### config.mk
export PLATFORM = sky130hd
export DESIGN_NAME = blkld_responder
export DESIGN_NICKNAME = d
export VERILOG_FILES = /design/src/rtl/blkld_pkg.sv /design/src/rtl/blkld_banks.sv /design/src/rtl/blkld_slot.sv /design/src/rtl/blkld_seq.sv /design/src/rtl/blkld_responder.sv
export SDC_FILE = /design/constraint.sdc
export NUM_CORES = 1
export LEC_CHECK = 0
export ABC_AREA = 1
export BUFFER_PORTS_ARGS = -buffer_cell sky130_fd_sc_hd__buf_2
export CAP_MARGIN = 20
export CORE_MARGIN = 3
export CORE_UTILIZATION = 55
export DETAILED_ROUTE_END_ITERATION = 6
export GPL_TIMING_DRIVEN = 0
export PLACE_DENSITY = 0.74
export SETUP_SLACK_MARGIN = 0.2
export SYNTH_ARGS = -nofsm -noshare
export SYNTH_HDL_FRONTEND = slang
export SYNTH_SLANG_ARGS = --single-unit
### constraint.sdc
create_clock -name clk -period 4.74 [get_ports clk]
set_clock_uncertainty 0.15 [all_clocks]
set_input_delay 0 -clock clk [delete_from_list [all_inputs] [get_ports clk]]
set_output_delay 0 -clock clk [all_outputs]
set_load 0.005 [all_outputs]
### src/rtl/blkld_pkg.sv
package blkld_pkg;
  typedef enum logic {
    LOAD_DATA = 1'b0,
    LOAD_CMD  = 1'b1
  } load_kind_e;

  typedef struct packed {
    logic       vld;
    load_kind_e kind;
  } load_req_t;
endpackage

### src/rtl/blkld_banks.sv
module blkld_banks #(
  parameter int DW    = 8,
  parameter int DEPTH = 4,
  localparam int AW   = (DEPTH > 1) ? $clog2(DEPTH) : 1
) (
  input  logic          clk,
  input  logic          wr_en,
  input  logic          wr_bank,
  input  logic [AW-1:0] wr_addr,
  input  logic [DW-1:0] wr_data,
  input  logic          rd_bank,
  input  logic [AW-1:0] rd_addr,
  output logic [DW-1:0] rd_data
);
  logic [DW-1:0] rd_word [2];

  for (genvar b = 0; b < 2; b++) begin : g_bank
    logic [DW-1:0] mem [DEPTH];
    always_ff @(posedge clk) begin
      if (wr_en && (wr_bank == 1'(b))) mem[wr_addr] <= wr_data;
    end
    assign rd_word[b] = mem[rd_addr];
  end

  assign rd_data = rd_word[rd_bank];
endmodule

### src/rtl/blkld_slot.sv
module blkld_slot
  import blkld_pkg::*;
(
  input  logic      clk,
  input  logic      rst_n,
  input  load_req_t new_req,
  input  logic      engine_idle,
  output load_req_t launch,
  output logic      new_taken,
  output logic      pend_vld,
  output logic      lost
);
  load_req_t pend;

  // Stored request has priority; a new one then takes the slot.
  always_comb begin
    launch    = '0;
    new_taken = 1'b0;
    if (engine_idle) begin
      launch    = pend.vld ? pend : new_req;
      new_taken = new_req.vld;
    end else begin
      new_taken = new_req.vld && !pend.vld;
    end
  end

  always_ff @(posedge clk) begin
    if (!rst_n) begin
      pend <= '0;
      lost <= 1'b0;
    end else if (engine_idle) begin
      pend <= pend.vld ? new_req : '0;
    end else if (new_req.vld) begin
      if (pend.vld) lost <= 1'b1;
      else          pend <= new_req;
    end
  end

  assign pend_vld = pend.vld;
endmodule

### src/rtl/blkld_seq.sv
module blkld_seq
  import blkld_pkg::*;
#(
  parameter int DEPTH       = 4,
  parameter int LOAD_CYCLES = 8,
  parameter int CMD_CYCLES  = 3,
  localparam int AW   = (DEPTH > 1) ? $clog2(DEPTH) : 1,
  localparam int MAXC = (LOAD_CYCLES > CMD_CYCLES) ? LOAD_CYCLES : CMD_CYCLES,
  localparam int CW   = $clog2(MAXC + 1)
) (
  input  logic          clk,
  input  logic          rst_n,
  input  load_req_t     launch,
  output logic          active,
  output logic          rd_bank,
  output logic [AW-1:0] rd_addr,
  output logic          stream_vld,
  output logic          data_done
);
  load_kind_e    kind;
  logic [CW-1:0] cnt;
  logic          last;

  assign last = (kind == LOAD_CMD) ? (cnt == CW'(CMD_CYCLES - 1))
                                   : (cnt == CW'(LOAD_CYCLES - 1));

  always_ff @(posedge clk) begin
    if (!rst_n) begin
      active  <= 1'b0;
      kind    <= LOAD_DATA;
      cnt     <= '0;
      rd_bank <= 1'b0;
    end else if (!active) begin
      if (launch.vld) begin
        active <= 1'b1;
        kind   <= launch.kind;
        cnt    <= '0;
      end
    end else if (last) begin
      active <= 1'b0;
      if (kind == LOAD_DATA) rd_bank <= ~rd_bank;
    end else begin
      cnt <= cnt + 1'b1;
    end
  end

  assign data_done  = active && last && (kind == LOAD_DATA);
  assign stream_vld = active && (kind == LOAD_DATA) && (cnt < CW'(DEPTH));
  assign rd_addr    = cnt[AW-1:0];
endmodule

### src/rtl/blkld_responder.sv
module blkld_responder
  import blkld_pkg::*;
#(
  parameter int DW          = 8,
  parameter int DEPTH       = 4,
  parameter int LOAD_CYCLES = 8,
  parameter int CMD_CYCLES  = 3
) (
  input  logic          clk,
  input  logic          rst_n,
  input  logic          in_valid,
  output logic          in_ready,
  input  logic [DW-1:0] in_data,
  input  logic          load_req,
  input  logic          load_cmd,
  output logic          busy_n,
  output logic          out_valid,
  output logic [DW-1:0] out_data,
  output logic          overrun,
  output logic          req_lost
);
  localparam int AW = (DEPTH > 1) ? $clog2(DEPTH) : 1;

  load_req_t     new_req, launch;
  logic          new_taken, pend_vld, active, data_done;
  logic          wbank, rd_bank, wr_fire, commit;
  logic [AW:0]   wcnt;
  logic [1:0]    held, held_nxt;
  logic [AW-1:0] rd_addr;

  assign new_req  = '{vld: load_req, kind: (load_cmd ? LOAD_CMD : LOAD_DATA)};
  assign in_ready = (wcnt < (AW+1)'(DEPTH));
  assign wr_fire  = in_valid && in_ready;
  assign commit   = new_taken && (new_req.kind == LOAD_DATA);
  assign busy_n   = ~active;

  blkld_slot u_slot (
    .clk(clk), .rst_n(rst_n), .new_req(new_req), .engine_idle(~active),
    .launch(launch), .new_taken(new_taken), .pend_vld(pend_vld), .lost(req_lost)
  );

  blkld_seq #(.DEPTH(DEPTH), .LOAD_CYCLES(LOAD_CYCLES), .CMD_CYCLES(CMD_CYCLES)) u_seq (
    .clk(clk), .rst_n(rst_n), .launch(launch), .active(active), .rd_bank(rd_bank),
    .rd_addr(rd_addr), .stream_vld(out_valid), .data_done(data_done)
  );

  blkld_banks #(.DW(DW), .DEPTH(DEPTH)) u_banks (
    .clk(clk), .wr_en(wr_fire), .wr_bank(wbank), .wr_addr(wcnt[AW-1:0]),
    .wr_data(in_data), .rd_bank(rd_bank), .rd_addr(rd_addr), .rd_data(out_data)
  );

  // Bank ownership: set at commit, released when its data load ends.
  always_comb begin
    held_nxt = held;
    if (data_done) held_nxt[rd_bank] = 1'b0;
    if (commit)    held_nxt[wbank]   = 1'b1;
  end

  always_ff @(posedge clk) begin
    if (!rst_n) begin
      wbank   <= 1'b0;
      wcnt    <= '0;
      held    <= '0;
      overrun <= 1'b0;
    end else begin
      held <= held_nxt;
      if (wr_fire && held[wbank]) overrun <= 1'b1;
      if (commit) begin
        wbank <= ~wbank;
        wcnt  <= '0;
      end else if (wr_fire) begin
        wcnt <= wcnt + 1'b1;
      end
    end
  end
endmodule

==> results of run 1 <==
[flip-flops by register name, summed over array words and instances, names as in the netlist, named ones only]
signal	cells
overrun	1
u_seq.kind	1
wbank	1
u_seq.rd_bank	1
u_banks.g_bank.mem	64
u_slot.lost	1
u_seq.cnt	4
wcnt	3
u_slot.pend	1
u_seq.active	1
held	2
u_slot.pend_vld	1
[routing by layer]
metal / GRT usage [%] / vias to the layer above / wire (um)
li1: - / 1189 / -
met1: 28.59 / 1103 / 3172
met2: 30.79 / 47 / 3267
met3: 3.301 / 12 / 294
met4: 8.777 / 0 / 134
met5: 0 / - / 0
[final cells by class]
cell class                      instances  area [um^2]  share of cell area (%)
Clock inverter                          5        78.83                   1.961
Timing Repair Buffer                   39        265.3                   6.598
Multi-Input combinational cell        207        970.9                   24.15
Buffer                                 11        106.4                   2.645
Inverter                               20        75.07                   1.867
Sequential cell                        83         2302                   57.27
Clock buffer                           10        127.6                   3.175
Tap cell                               75        93.84                   2.334
[worst max-delay path, stage by stage (launching register included)]
cell and delay [ns]:
dfxtp_1 0.30, inv_1 0.07, nand2_1 0.10, nor2_1 0.16, inv_1 0.09, nor2_1 0.72
[logic make-up after synthesis]
logic type	synth area share, %
AO/OA/AOI/OAI	10.72
XOR/XNOR	0.5072
adder cells (fa/ha/maj)	1.811
buffers and inverters	5.252
flip-flops	66.64
AND/OR/NAND/NOR	15.07
[layout by cell type (no fill, tap or decap), drive strengths merged]
| cell type | n |
|---|---|
| clkbuf | 12 |
| edfxtp | 64 |
| ha | 5 |
| inv | 17 |
| nor4 | 1 |
| clkinv | 4 |
| clkinvlp | 2 |
| nand3 | 9 |
| o21ai | 54 |
| o21a | 2 |
| a211oi | 1 |
| a21oi | 14 |
| xor2 | 1 |
| xnor2 | 1 |
| nand2 | 49 |
| buf | 34 |
| bufinv | 2 |
| dfxtp | 19 |
| nor2 | 70 |
| dlygate4sd3 | 14 |
[power by group]
group	leakage [nW]	switching, mW	internal [mW]
sequential	0.737	0.0129	0.803
clock	0.0960	0.237	0.292
combinational	0.663	0.0957	0.0633
total	1.50	0.346	1.16
[final timing paths]
| kind | from | end | slack, ns |
|---|---|---|---|
| setup / recovery | wcnt[2]$_SDFFE_PP0P_ | u_banks.g_bank[0].mem[2][7]$_DFFE_PP_ | 2.77 |
| hold / removal | held[0]$_SDFF_PN0_ | held[0]$_SDFF_PN0_ | 0.32 |
| setup reg to reg | wcnt[2]$_SDFFE_PP0P_ | u_banks.g_bank[0].mem[2][7]$_DFFE_PP_ | 2.77 |
| hold reg to reg | held[0]$_SDFF_PN0_ | held[0]$_SDFF_PN0_ | 0.32 |
[through the flow]
step           setup slack (ns)  hold WS, ns
2_1_floorplan             3.189     -0.05113
3_3_place_gp              2.763       0.1205
3_5_place_dp              2.769       0.1266
4_1_cts                   2.748       0.2968
5_1_grt                   2.621       0.3317
6_report                  2.770       0.3153
==> metrics, run 1 <==
Longest Clk Path Bufs 2; synth warn 0; maximum vdd drop 0.2947 mV; initial antenna violation count 0; Initial Util 57.66%; Lkg Pwr 1.496 nW; f_max 0.5075 GHz; status finished clean; # fillers 452; Syn Inst Count 321; crit share post-route 41.57%; PostCTS Resize Cnt 0; Hold Crit Class reg2reg; Hold Path Depth 2; FF+latch count, synth 83; pin count of the biggest net entering global routing 14; largest fanout on the critical path 8; vias in the first global route 2254; Final Cell Area 4020 um^2; Area growth, synth to finish 16.37%; sequential area share after synthesis 66.64%; CP Capture Type flip-flop; Reg2Reg Depth 5; Root Driver clkbuf_8; CTS sink cnt 83; share of layout cells above drive strength 1 15.47%; chip width 85.25 um; Final Non-Filler Cells 450; mapped cell area 3455 um^2; Std-Cell Rows 28; Nets 389; first-pass GRT wire length 10950 um; max-slew violation count 0; Final GP Congestion 0.8318; gr ovfl total 0; CTS tree yes; Async S/R FF share, synth 0%; count of flip-flops with a built-in enable after synthesis 64; Final setup viols 0; Syn Area/Cell 10.76 um^2; top-area cell type share of the netlist area 55.63%; syn nets 339; # IOs 26; die area 7268 um^2; CP Launch Type flip-flop; post-route ant nets 0; fin util 67.11%; DR vias/cell 5.224; CTS Buf Count 9; Setup TNS Final 0 ns; DR vias 2351; WL/cell 15.26 um; Die Y 85.25 um; hpwl dp 4297 um; most frequent cell after synthesis nor2_1; Clk Latency, worst-skew pair 0.34 ns; Final min period 1.970 ns; Final Hold Viols 0; clk slew on worst S/H paths 0.07 ns; Yosys cell types 28; top cells by area, synth edfxtp_1, dfxtp_1, nor2_1; placed cells 421; Synth top cells by count nor2_1, edfxtp_1, nand2_1; CTS H-tree lvls 3; crit path DAT 1.79 ns; CP Class reg2reg; final wirelength 6869 um; Post-Place Cell Area 3674 um^2; Detailed Routing Iterations Pass 1 4; n_diodes 0; DRC Markers 0; drt initial violations 144; Max Cap Viol 0; Final Power 1.505 mW; Primary FF master, synth edfxtp_1; actual slew at the worst max-slew pin 0.9389 ns; IO buf count 25; Max-slew headroom 37.18%; GR Util All Layers 20.13%; Post-CTS Setup Bufs 0; Power Density 374.3 nW/um^2; required time of the critical path 4.56 ns; Core Footprint 5991 um^2; Post-CTS Hold Buffers 14; Synth area leader edfxtp_1; RSZ-0062 raised after global routing no
No activity file was read; power rests on OpenSTA's default activity.
==> run 2, diff against run 1 <==
- clock period: 4.74 -> 2.1 ns (I/O delays scaled with it)
==> run 2 against run 1 <==
  * Combinational power is 130% higher
  * Global-route usage down 0.062 points
  * Highest routed layer unchanged
  * Clock power rose by 130%
  * Register-to-register slack worse by 2.7 ns
  * Hold slack better by 0.0015 ns
  * Largest power group unchanged
  * Critical path type unchanged
  * Power increased by 130%
  * Sequential cell count did not move
  * Core utilization rose by 0.25 points
  * Routed wire length grew 0.51%
  * Die area stayed put
==> metrics, run 2 (same netlist as run 1, synthesis figures left out) <==
status finished clean; final wirelength 6904 um (+0.51%); DRC Markers 0 (unchanged); Max Cap Viol 0 (unchanged); vias in the first global route 2257 (+0.13%); CTS tree yes; most frequent cells in the layout edfxtp_1, nor2_1, nand2_1, o21ai_1, buf_2; CP Capture Type flip-flop; RSZ-0062 raised after global routing yes; Detailed Routing Iterations Pass 1 4 (unchanged); DR vias 2378 (+1.1%); n_diodes 0 (unchanged); CTS Buf Count 9 (unchanged); slowest cell delay on critical path 0.71 ns (about the same); maximum vdd drop 0.6718 mV (+130%); GR Util All Layers 20.07% (-0.062 points); Initial Util 57.66% (unchanged); die area 7268 um^2 (unchanged); top flop regs u_banks.g_bank.mem: 64 flops, u_seq.cnt: 4 flops, wcnt: 3 flops; Max-slew headroom 37.94% (+0.76 points); Longest Clk Path Bufs 2 (unchanged); f_max 0.5043 GHz (-0.64%); largest reg by FF count u_banks.g_bank.mem; Nets 389 (unchanged); hpwl dp 4297 um (unchanged); CP cell instances inv_1 > nand2_1 > nor2_1 > inv_1 > nor2_1; chip width 85.25 um (unchanged); gr ovfl total 0 (unchanged); setup slack after layout 0.1170 ns (-2.653 ns); Std-Cell Rows 28 (unchanged); # IOs 26 (unchanged); Clk Latency, worst-skew pair 0.34 ns (about the same); Setup TNS Final 0 ns (unchanged); actual slew at the worst max-slew pin 0.9275 ns (-0.01136 ns); first-pass GRT wire length 10910 um (-0.38%); Lkg Pwr 1.495 nW (about the same); Root Driver clkbuf_8; worst slack, placed 0.1289 ns (-2.640 ns); clk slew on worst S/H paths 0.08 ns (about the same); DR vias/cell 5.284 (+1.1%); Final min period 1.983 ns (+0.01265 ns); commonest non-fill, non-tap cell in the layout edfxtp_1; Post-CTS Setup Bufs 0 (unchanged); Final GP Congestion 0.8318 (unchanged); post-route ant nets 0 (unchanged); share of layout cells above drive strength 1 17.07% (+1.6 points); WL/cell 15.34 um (+0.51%); CP Class reg2reg; required time of the critical path 1.92 ns (-2.64 ns); hold_sp in_data[0]; crit path from wcnt[2]$_SDFFE_PP0P_; IO buf count 25 (unchanged); FF-to-FF Start wcnt[2]$_SDFFE_PP0P_; Core Footprint 5991 um^2 (unchanged); crit share post-route 94.43% (+53 points); crit path DAT 1.80 ns (about the same); Final setup viols 0 (unchanged); Die Y 85.25 um (unchanged); Hold Crit Class in2reg; largest fanout on the critical path 8 (unchanged); max reg flops 64 (unchanged); Final Hold Viols 0 (unchanged); Power Density 843.2 nW/um^2 (+130%); initial antenna violation count 0 (unchanged); Area growth, synth to finish 16.81%; CTS H-tree lvls 3 (unchanged); max-slew violation count 0 (unchanged); pin count of the biggest net entering global routing 14 (unchanged); CTS sink cnt 83 (unchanged); CP Launch Type flip-flop; drt initial violations 160 (+11%); CP max stage cell nor2_1
-- run 2: worst paths after layout --
kind | endpoint | slack (ns) | cells after the start
max | u_banks.g_bank[0].mem[2][3]$_DFFE_PP_ | 0.12 | 5
max reg2reg | u_banks.g_bank[0].mem[2][3]$_DFFE_PP_ | 0.12 | 5
min reg2reg | held[0]$_SDFF_PN0_ | 0.32 | 2
min | u_banks.g_bank[0].mem[0][0]$_DFFE_PP_ | 0.32 | 2
-- run 2: metrics by stage --
stage | utilization, % | hold slack, ns | area [um^2] | cells | power (mW)
4_1_cts | 67.23 | 0.2968 | 4028 | 450 | 3.413
3_3_place_gp | 61.32 | 0.1205 | 3674 | 421 | 2.210
6_report | 67.36 | 0.3168 | 4035 | 450 | 3.403
5_1_grt | 67.36 | 0.3317 | 4035 | 450 | 3.527
3_5_place_dp | 61.32 | 0.1266 | 3674 | 421 | 2.217
2_1_floorplan | - | -0.05113 | 3455 | 321 | 2.095
-- run 2: layer usage --
metal	part of all wire (%)	wire length, um	track usage, %	vias up
li1	-	-	-	1192
met1	45	3112	28.07	1109
met2	47	3270	31.00	65
met3	5.6	386	3.301	12
met4	2.0	136	9.065	0
met5	0	0	0	-
-- run 2: repair_timing --
action                                 in CTS  in global routing
gates resized for setup                     3                  3
setup endpoints to repair                  40                 40
hold buffers                               14                  0
endpoints found under the hold margin      83                  0
-- run 2: power by group --
group	switching, mW	internal (mW)	total [mW]	leakage (nW)
registers	0.0295	1.81	1.84	0.737
logic	0.217	0.144	0.361	0.662
clock network	0.540	0.659	1.20	0.0960
-- run 2: layout make-up --
type | instances | area [um^2]
clock inverters | 5 | 78.83
fillers | 448 | 1956
repair buffers | 39 | 265.3
clock buffers | 10 | 127.6
inverters | 20 | 75.07
well taps | 75 | 93.84
multi-input cells | 207 | 985.9
flip-flops and latches | 83 | 2302
plain buffers | 11 | 106.4
-- run 2: worst max-delay path: cells and delay by family, from the launching register on --
| kind | cells | cell delay [ns] |
|---|---|---|
| DFF | 1 | 0.30 |
| buffers and inverters | 2 | 0.18 |
| and+or+nand+nor | 3 | 0.99 |
==> run 3, diff against run 2 <==
--- a/config.mk
+++ b/config.mk
@@ -7,5 +7,5 @@
 export LEC_CHECK = 0
 export ABC_AREA = 1
-export BUFFER_PORTS_ARGS = -buffer_cell sky130_fd_sc_hd__buf_2
+export BUFFER_PORTS_ARGS = -buffer_cell sky130_fd_sc_hd__buf_4
 export CAP_MARGIN = 20
 export CORE_MARGIN = 3
==> constraint.sdc (replaced) <==
create_clock -name clk -period 2.4 [get_ports clk]
set_clock_uncertainty 0.15 [all_clocks]
set_input_delay 0.72 -clock clk [delete_from_list [all_inputs] [get_ports clk]]
set_output_delay 0.72 -clock clk [all_outputs]
set_load 0.005 [all_outputs]
==> run 3 against run 2 <==
  * Setup slack lost 0.049 ns
  * Highest routed layer unchanged
  * Critical path type is now reg2out
  * Core utilization shrank 1.5 points
  * Hold slack gained 0.0068 ns
  * Largest power group unchanged
==> metrics, run 3 (same netlist as run 1, synthesis figures left out) <==
CTS tree yes; commonest non-fill, non-tap cell in the layout edfxtp_1; Final Hold Viols 0 (unchanged); Die Y 85.25 um (unchanged); Final GP Congestion 0.7992 (-3.9%); Setup TNS Final 0 ns (unchanged); final wirelength 6784 um (-1.7%); Initial Util 57.66% (unchanged); required time of the critical path 1.53 ns (-0.39 ns); Final Cell Area 3944 um^2 (-2.3%); # fillers 454 (+1.3%); Final Non-Filler Cells 437 (-2.9%); slowest cell delay on critical path 0.41 ns (-0.30 ns); largest fanout on the critical path 10 (+2); Nets 375 (-3.6%); worst slack, placed -0.03035 ns (-0.1592 ns); crit path DAT 1.46 ns (-0.34 ns); IO buf count 25 (unchanged); Root Driver clkbuf_8; CTS sink cnt 83 (unchanged); RSZ-0062 raised after global routing yes; gr ovfl total 0 (unchanged); crit-path most repeated cell nand2_1; Lkg Pwr 1.444 nW (-3.4%); crit path buf inv count 2 (unchanged); Sequential Area 2308 um^2 (+0.27%); # IOs 26 (unchanged); DRC Markers 0 (unchanged); Post-CTS Setup Bufs 0 (unchanged); hold_ws 0.3236 ns (+0.006780 ns); drt initial violations 228 (+43%); actual slew at the worst max-slew pin 0.9305 ns (+0.002955 ns); CP Capture Type output port; largest reg by FF count u_banks.g_bank.mem; DR vias 2318 (-2.5%); CP max stage cell dfxtp_4; initial antenna violation count 0 (unchanged); maximum vdd drop 0.5085 mV (-24%); crit share post-route 97.16%; Final min period 2.332 ns; WL/cell 15.52 um (+1.2%); f_max 0.4288 GHz; max-slew violation count 0 (unchanged); n_diodes 0 (unchanged); CTS Buf Count 9 (unchanged); max reg flops 64 (unchanged); placed cells 421 (unchanged); most frequent cells in the layout edfxtp_1, nor2_1, nand2_1, o21ai_1, buf_4; Post-Place Cell Area 3736 um^2 (+1.7%); vias in the first global route 2251 (-0.27%); CTS H-tree lvls 3 (unchanged); top flop regs u_banks.g_bank.mem: 64 flops, u_seq.cnt: 4 flops, wcnt: 3 flops; Core Footprint 5991 um^2 (unchanged); Clk Latency, worst-skew pair 0.35 ns (about the same); DR vias/cell 5.304 (+0.38%); CP cell instances buf_8 > nor2_2 > nor2_1 > o21ai_2 > o21ai_1 > nand2_1 > nand2_1 > buf_4; CP delay by family, top flip-flops; pin count of the biggest net entering global routing 14 (unchanged); Final Power 2.795 mW (-18%); post-route ant nets 0 (unchanged); Hold Crit Class reg2reg; Std-Cell Rows 28 (unchanged); fin util 65.83% (-1.5 points); CP Launch Type flip-flop; share of layout cells above drive strength 1 18.78% (+1.7 points); GR Util All Layers 20.60% (+0.53 points); footprint of the multi-input gates 988.4 um^2 (+0.25%); status finished clean; Detailed Routing Iterations Pass 1 5 (+1); first-pass GRT wire length 11130 um (+2.0%); Max Cap Viol 0 (unchanged); hpwl dp 4393 um (+2.2%); CP Class reg2out; setup slack after layout 0.06812 ns (-0.04887 ns); Area growth, synth to finish 14.16%; clk slew on worst S/H paths 0.08 ns (about the same); Power Density 708.8 nW/um^2 (-16%); chip width 85.25 um (unchanged); die area 7268 um^2 (unchanged); Longest Clk Path Bufs 2 (unchanged); Final setup viols 0 (unchanged); Max-slew headroom 37.74% (-0.20 points)
[run 3: final timing paths]
| path | end | from | depth (start not counted) | slack, ns |
|---|---|---|---|---|
| max | out_data[1] | flip-flop | 8 | 0.07 |
| min | held[0]$_SDFF_PN0_ | held[0]$_SDFF_PN0_ | 2 | 0.32 |
| max reg2reg | u_banks.g_bank[0].mem[3][1]$_DFFE_PP_ | wcnt[2]$_SDFFE_PP0P_ | 5 | 0.40 |
| min reg2reg | held[0]$_SDFF_PN0_ | held[0]$_SDFF_PN0_ | 2 | 0.32 |
[run 3: timing repair]
action | 4_1_cts | 5_1_grt
hold buffers | 0 | 0
setup endpoints to repair | 8 | 9
resized for setup | 9 | 9
pin swaps | 0 | 0
[run 3: worst register-to-register path, stage by stage (launching register included)]
cell,delay (ns)
dfxtp_1,0.30
inv_1,0.07
nand2_1,0.11
inv_1,0.15
nand2_1,0.12
nor2_1,0.72
[run 3: layer usage]
layer	share of wire, %	vias to the layer above	GRT usage [%]
met5	0	-	0
met4	1.3	0	8.633
met3	4.8	9	4.660
met2	48	51	31.57
met1	46	1095	28.49
li1	-	1163	-
[run 3: area by class of cell]
type                    instances  share of cell area, %
clock buffers                  11                  3.331
plain buffers                  11                  3.204
inverters                      20                  1.967
flip-flops and latches         83                  58.53
repair buffers                 25                  4.759
well taps                      75                  2.379
multi-input cells             207                  25.06
clock inverters                 5                 0.7614
[run 3: power breakdown]
part | switching [mW] | total, mW | internal, mW
Combinational | 0.191 | 0.331 | 0.139
Sequential | 0.0284 | 1.62 | 1.59
Clock | 0.479 | 0.849 | 0.370
Total | 0.699 | 2.80 | 2.10
